--- config.mk ---
export PLATFORM = sky130hd
export DESIGN_NAME = dga_arbiter
export DESIGN_NICKNAME = d
export VERILOG_FILES = /design/src/rtl/dga_pkg.sv /design/src/rtl/dga_rr_pick.sv /design/src/rtl/dga_grant_hold.sv /design/src/rtl/dga_arbiter.sv
export SDC_FILE = /design/constraint.sdc
export NUM_CORES = 1
export LEC_CHECK = 0
export ABC_CLOCK_PERIOD_IN_PS = 5300
export BUFFER_PORTS_ARGS = -buffer_cell sky130_fd_sc_hd__buf_2
export CAP_MARGIN = 20
export CELL_PAD_IN_SITES_DETAIL_PLACEMENT = 1
export CELL_PAD_IN_SITES_GLOBAL_PLACEMENT = 2
export CORE_UTILIZATION = 33
export DETAILED_ROUTE_END_ITERATION = 8
export MAX_ROUTING_LAYER = met4
export PLACE_DENSITY = 0.76
export SLEW_MARGIN = 0
export SYNTH_ARGS = -nofsm -noshare
export SYNTH_HDL_FRONTEND = slang
export SYNTH_SLANG_ARGS = --single-unit
export TNS_END_PERCENT = 5
--- constraint.sdc ---
create_clock -name clk_i -period 5.3 [get_ports clk_i]
set_input_delay 0.265 -clock clk_i [delete_from_list [all_inputs] [get_ports clk_i]]
set_output_delay 0.265 -clock clk_i [all_outputs]
set_load 0.05 [all_outputs]
--- src/rtl/dga_pkg.sv ---
package dga_pkg;

   localparam int NUM_GROUPS = 4;
   localparam int GRP_W      = 2;

   // priority group of a channel: bits [3:2] of its index
   function automatic logic [GRP_W-1:0] grp_of(input int unsigned ch);
      return GRP_W'((ch >> 2) & 3);
   endfunction

endpackage

--- src/rtl/dga_rr_pick.sv ---
module dga_rr_pick #(
   parameter int N = 32,
   parameter int W = $clog2(N)
) (
   input  logic [N-1:0] cand_i,
   input  logic [W-1:0] last_i,
   output logic         found_o,
   output logic [W-1:0] pick_o
);

   initial begin
      assert (N >= 2 && (1 << W) == N)
         else $error("dga_rr_pick: N must be a power of two");
   end

   // scan starts one past the last winner and wraps
   always_comb begin
      logic [W-1:0] probe;
      found_o = 1'b0;
      pick_o  = '0;
      for (int k = 1; k <= N; k++) begin
         probe = W'((int'(last_i) + k) % N);
         if (!found_o && cand_i[probe]) begin
            found_o = 1'b1;
            pick_o  = probe;
         end
      end
   end

endmodule

--- src/rtl/dga_grant_hold.sv ---
module dga_grant_hold #(
   parameter int PORT_CH = 32,
   parameter int CH_W    = $clog2(PORT_CH)
) (
   input  logic               clk_i,
   input  logic               rst_ni,
   input  logic               win_found_i,
   input  logic [CH_W-1:0]    win_idx_i,
   input  logic               done_i,
   output logic               load_o,
   output logic [PORT_CH-1:0] gnt_o,
   output logic               valid_o,
   output logic [CH_W-1:0]    idx_o
);

   assign load_o = !valid_o && win_found_i;

   always_ff @(posedge clk_i or negedge rst_ni) begin
      if (!rst_ni) begin
         valid_o <= 1'b0;
         gnt_o   <= '0;
         idx_o   <= '0;
      end else if (load_o) begin
         valid_o <= 1'b1;
         gnt_o   <= PORT_CH'(1) << win_idx_i;
         idx_o   <= win_idx_i;
      end else if (valid_o && done_i) begin
         valid_o <= 1'b0;
         gnt_o   <= '0;
         idx_o   <= '0;
      end
   end

   // held grant stays put until burst-done
   a_r3_hold_stable: assert property (@(posedge clk_i) disable iff (!rst_ni)
      (valid_o && !done_i) |=> (valid_o && $stable(gnt_o) && $stable(idx_o)));

   // burst-done releases the grant on the next cycle
   a_r4_release: assert property (@(posedge clk_i) disable iff (!rst_ni)
      (valid_o && done_i) |=> !valid_o);

   // idle means an all-zero grant
   a_r5_idle_zero: assert property (@(posedge clk_i) disable iff (!rst_ni)
      !valid_o |-> (gnt_o == '0 && idx_o == '0));

   // one-hot grant matching the index
   a_r7_onehot: assert property (@(posedge clk_i) disable iff (!rst_ni)
      valid_o |-> ($countones(gnt_o) == 1 && gnt_o[idx_o]));

   // burst-done while idle starts nothing by itself
   a_r10_idle_done: assert property (@(posedge clk_i) disable iff (!rst_ni)
      (!valid_o && !win_found_i) |=> !valid_o);

endmodule

--- src/rtl/dga_arbiter.sv ---
module dga_arbiter
   import dga_pkg::*;
#(
   parameter int PORT_CH = 32,
   parameter int NUM_CH  = 32,
   localparam int CH_W   = $clog2(PORT_CH)
) (
   input  logic               clk_i,
   input  logic               rst_ni,
   input  logic [PORT_CH-1:0] req_i,
   input  logic [PORT_CH-1:0] en_i,
   input  logic               burst_done_i,
   output logic [PORT_CH-1:0] gnt_o,
   output logic               gnt_valid_o,
   output logic [CH_W-1:0]    gnt_idx_o
);

   initial begin
      assert (PORT_CH >= 16 && (1 << CH_W) == PORT_CH)
         else $error("dga_arbiter: PORT_CH must be a power of two, at least 16");
      assert (NUM_CH >= 1 && NUM_CH <= PORT_CH)
         else $error("dga_arbiter: NUM_CH out of range");
   end

   logic [PORT_CH-1:0]    live_mask;
   logic [PORT_CH-1:0]    elig;
   logic [PORT_CH-1:0]    grp_mask  [NUM_GROUPS];
   logic                  grp_found [NUM_GROUPS];
   logic [CH_W-1:0]       grp_pick  [NUM_GROUPS];
   logic [CH_W-1:0]       grp_last  [NUM_GROUPS];
   logic                  win_found;
   logic [CH_W-1:0]       win_idx;
   logic [GRP_W-1:0]      win_grp;
   logic                  load;

   // live channels and group membership masks
   for (genvar c = 0; c < PORT_CH; c++) begin : g_mask
      assign live_mask[c] = (c < NUM_CH);
      for (genvar g = 0; g < NUM_GROUPS; g++) begin : g_grp_bit
         assign grp_mask[g][c] = (grp_of(c) == GRP_W'(g));
      end
   end

   assign elig = req_i & en_i & live_mask;

   // one rotating picker and one pointer per group
   for (genvar g = 0; g < NUM_GROUPS; g++) begin : g_group
      dga_rr_pick #(.N(PORT_CH), .W(CH_W)) u_pick (
         .cand_i  (elig & grp_mask[g]),
         .last_i  (grp_last[g]),
         .found_o (grp_found[g]),
         .pick_o  (grp_pick[g])
      );

      always_ff @(posedge clk_i or negedge rst_ni) begin
         if (!rst_ni)
            grp_last[g] <= CH_W'(PORT_CH - 1);
         else if (load && win_grp == GRP_W'(g))
            grp_last[g] <= win_idx;
      end
   end

   // strict priority: lowest group number with a candidate wins
   always_comb begin
      win_found = 1'b0;
      win_idx   = '0;
      win_grp   = '0;
      for (int g = NUM_GROUPS - 1; g >= 0; g--) begin
         if (grp_found[g]) begin
            win_found = 1'b1;
            win_idx   = grp_pick[g];
            win_grp   = GRP_W'(g);
         end
      end
   end

   dga_grant_hold #(.PORT_CH(PORT_CH), .CH_W(CH_W)) u_hold (
      .clk_i       (clk_i),
      .rst_ni      (rst_ni),
      .win_found_i (win_found),
      .win_idx_i   (win_idx),
      .done_i      (burst_done_i),
      .load_o      (load),
      .gnt_o       (gnt_o),
      .valid_o     (gnt_valid_o),
      .idx_o       (gnt_idx_o)
   );

   // channels in a group strictly better than the current winner's
   logic [PORT_CH-1:0] better_mask;
   always_comb begin
      for (int c = 0; c < PORT_CH; c++)
         better_mask[c] = (grp_of(c) < grp_of(int'(gnt_idx_o)));
   end

   // a fresh winner had no eligible rival in a better group
   a_r1_strict_group: assert property (@(posedge clk_i) disable iff (!rst_ni)
      (!gnt_valid_o && |elig) |=> (gnt_valid_o && ((better_mask & $past(elig)) == '0)));

   // a fresh winner was requesting and enabled
   a_r6_winner_eligible: assert property (@(posedge clk_i) disable iff (!rst_ni)
      (!gnt_valid_o && |elig) |=> |(gnt_o & $past(req_i & en_i)));

   // no grant beyond the live channel count
   a_r8_live_only: assert property (@(posedge clk_i) disable iff (!rst_ni)
      gnt_valid_o |-> (int'(gnt_idx_o) < NUM_CH));

endmodule

==> PnR_summary.wiki <==
{| class="wikitable"
! Metric !! Value
|-
| Status || complete, no violations
|-
| Ys flop type || dfrtp_1
|-
| Die span in y || 212 um
|-
| Clock insertion delay at the later pin of the skew report || 0.33 ns
|-
| Post-DR vias/cell || 6.38
|-
| N_diodes || 0
|-
| CTS Buffer Depth || 2
|-
| Level count of the clock H-tree || 3
|-
| Most common library cells after synthesis || 242 x nand2_1, 151 x nor2_1, 130 x a21oi_1, 120 x o21ai_0, 96 x nand3_1
|-
| Number of ports placed on the die boundary || 105
|-
| Gate count after technology mapping || 1995
|-
| Total instance count after detailed placement || 2744
|-
| Delay of the slowest cell on the worst path || 0.58 ns
|-
| Leak pwr || 6.90 nW
|-
| Proportion of layout cells with a drive suffix above 1 || 0.211
|-
| Cell types with the largest area share after synthesis || mux4_2 7.5%, dfrtp_1 6.6%, nand2_1 6.3%
|-
| Gr ovfl total || 0
|-
| Routed wirelength normalized by instance count || 25.1 um
|-
| Area Growth Syn to Fin || 17.9%
|-
| Min Clock Period, post-route || 5.15 ns
|-
| Final total negative setup slack || 0 ns
|-
| Clock buffers created by TritonCTS || 9
|-
| Design Power || 13.9 mW
|-
| Worst IR Drop VDD || 0.604 mV
|-
| Total core area || 43200 sq um
|-
| Hold Buf Count CTS || 0
|-
| Die Width || 212 um
|-
| First-pass GRT wire length || 107000 um
|-
| Post-DP HPWL || 56000 um
|-
| Unique cell type count in the Yosys netlist || 102
|-
| Total wirelength of the detailed-routed design || 69500 um
|-
| # DRC || 0
|-
| Initial antenna violation count || 0
|-
| Register bit count reported by yosys || 58
|-
| Unrepaired setup endpoints after global routing || true
|-
| Router iterations before antenna repair || 5
|-
| Slack of the critical path || 0.150 ns
|-
| Worst reg2reg setup slack || 0.15 ns
|-
| Fill cells || 5422
|-
| Synth Net Count || 2110
|-
| Critical path startpoint category || register
|-
| Global Route Usage Sum || 0.317
|-
| EDFF count, synth || 0
|-
| Share of async-settable or async-resettable flops after synthesis || 1.00
|-
| TritonCTS clock tree || done
|-
| TritonCTS sink count || 58
|-
| Number of slew-limit violations in the final report || 0
|-
| Area leader, netlist || mux4_2
|-
| Net count, final || 2294
|-
| Required time of the critical path || 5.52 ns
|-
| Final hold vios || 0
|-
| Smallest hold slack || 0.0952 ns
|-
| Critical path type || register to register
|-
| Pin count of the biggest net entering global routing || 59
|-
| Leading cell type by number of instances after synthesis || nand2_1
|-
| Critical Path Sink Type || register
|-
| Maximum frequency from static timing analysis || 0.194 GHz
|-
| Sequence of cells on the critical path || inv_1, ha_1, inv_2, mux4_2, mux2_2, o211ai_1, nor4_1, buf_4, and4_1, o21ai_0, o211ai_1, a311oi_1, nor4_1, o41ai_2, o221ai_2, buf_12, o31ai_1
|-
| Actual slew at the worst max-slew pin || 1.01 ns
|-
| Slowest-stage cell, CP || dfstp_2
|-
| Via count of the routed design || 17.7k
|-
| Total of warnings raised by yosys || 0
|-
| Post-synth top area share || 0.0746
|-
| Gpl congestion || 1.01
|-
| Final instance area || 17100 sq um
|-
| Post-Route Skew || 0.00647 ns
|-
| Post-Place Setup Slack || -0.0635 ns
|-
| Port bufs || 104
|-
| Number of placement rows || 76
|-
| Remaining antenna violation count after routing || 0
|-
| Number of failing setup endpoints in the final timing report || 0
|-
| Initial Utilization || 0.336
|-
| Total of max-cap violations || 0
|-
| Arrival time at the worst endpoint || 5.37 ns
|-
| Clock tree root driver cell || clkbuf_16
|-
| DRT iter0 DRCs || 1367
|-
| Headroom to the max-slew limit || 0.325
|-
| Core utilization of the finished layout || 0.396
|-
| Worst-path clk slew || 0.05 ns
|-
| Final Cycle Share || 0.972
|-
| Final std cells w/o fill || 2769
|-
| Part of the Yosys area used for sequential elements || 0.102
|-
| Full die area || 44800 sq um
|-
| Placement-stage cell area || 16500 sq um
|-
| Mapped Avg Cell Area || 7.27 sq um
|-
| Power density of the placed cells || 812 nW/um^2
|-
| Crit Path Max Fanout || 17
|-
| Post-Synthesis Cell Area || 14500 sq um
|-
| Hold/Removal Path Class || input pin to async pin
|-
| Via count of the first global-routing pass || 17.7k
|}
==> cell type report <==
type / count / area (sq um) / share of cell area
Sequential cell: 58 / 1480 / 0.0864
Tap cell: 585 / 732 / 0.0428
Inverter: 41 / 154 / 0.00901
Clock inverter: 5 / 125 / 0.00732
Clock buffer: 11 / 243 / 0.0142
Multi-Input combinational cell: 1792 / 12500 / 0.732
Timing Repair Buffer: 277 / 1850 / 0.108
==> flip-flops by register name, indices dropped and copies added (netlist names) <==
| name | flops |
|---|---|
| grp_last | 20 |
| u_hold.gnt_o | 32 |
| u_hold.idx_o | 5 |
| u_hold.valid_o | 1 |
==> what timing repair did <==
| item | in CTS | in global routing |
|---|---|---|
| buffers inserted | 0 | 9 |
| pin swaps | 0 | 3 |
| endpoints found under the hold margin | 0 | 0 |
| gates resized for setup | 4 | 20 |
| setup endpoints to repair | 17 | 47 |
==> cell usage in the layout, fill, tap and decap left out, drive strengths merged, types with 59 or more instances in the layout <==
cell type | synthesis | layout
a21oi | 133 | 133
buf | 50 | 277
nand2 | 242 | 242
and2 | 59 | 59
xnor2 | 61 | 61
mux2i | 76 | 76
nor3 | 69 | 69
o21ai | 139 | 139
nor2 | 151 | 151
nand3 | 97 | 97
==> per-layer routing <==
metal	vias to the layer above	share of wire	global-route usage	wire, um
li1	8076	-	-	-
met1	8838	0.45	0.426	31400
met2	644	0.46	0.509	32100
met3	119	0.058	0.0325	4050
met4	0	0.028	0.0805	1970
met5	-	0	-	0
==> power by group <==
part	switching, mW	internal (mW)
Sequential	0.177	0.584
Combinational	7.84	4.56
Clock	0.203	0.519
Total	8.22	5.66
==> critical path: cells and delay by family (launching register included) <==
family          cells  cell delay [ns]
simple gates        3             0.55
compound gates      7             1.96
mux                 2             0.88
fa+ha+maj           1             0.30
buf+inv             4             0.76
flops               1             0.58
==> kinds of logic after synthesis <==
family                   synth area share
AO/OA/AOI/OAI                       0.318
XOR/XNOR                           0.0481
adder cells (fa/ha/maj)            0.0414
buffers and inverters              0.0433
flip-flops                          0.102
multiplexers                        0.145
AND/OR/NAND/NOR                     0.303
==> worst paths after layout <==
path,startpoint,end,cells past startpoint
setup / recovery,grp_last[1],u_hold.gnt_o[2],17
hold reg to reg,u_hold.gnt_o[14],u_hold.gnt_o[14],2
min in group clk_i,burst_done_i,u_hold.valid_o,3
hold / removal,rst_ni,u_hold.gnt_o[31],2
setup reg to reg,grp_last[1],u_hold.gnt_o[2],17
max in group asynchronous,rst_ni,u_hold.gnt_o[27],2
Power figures use the tool's default switching activity.
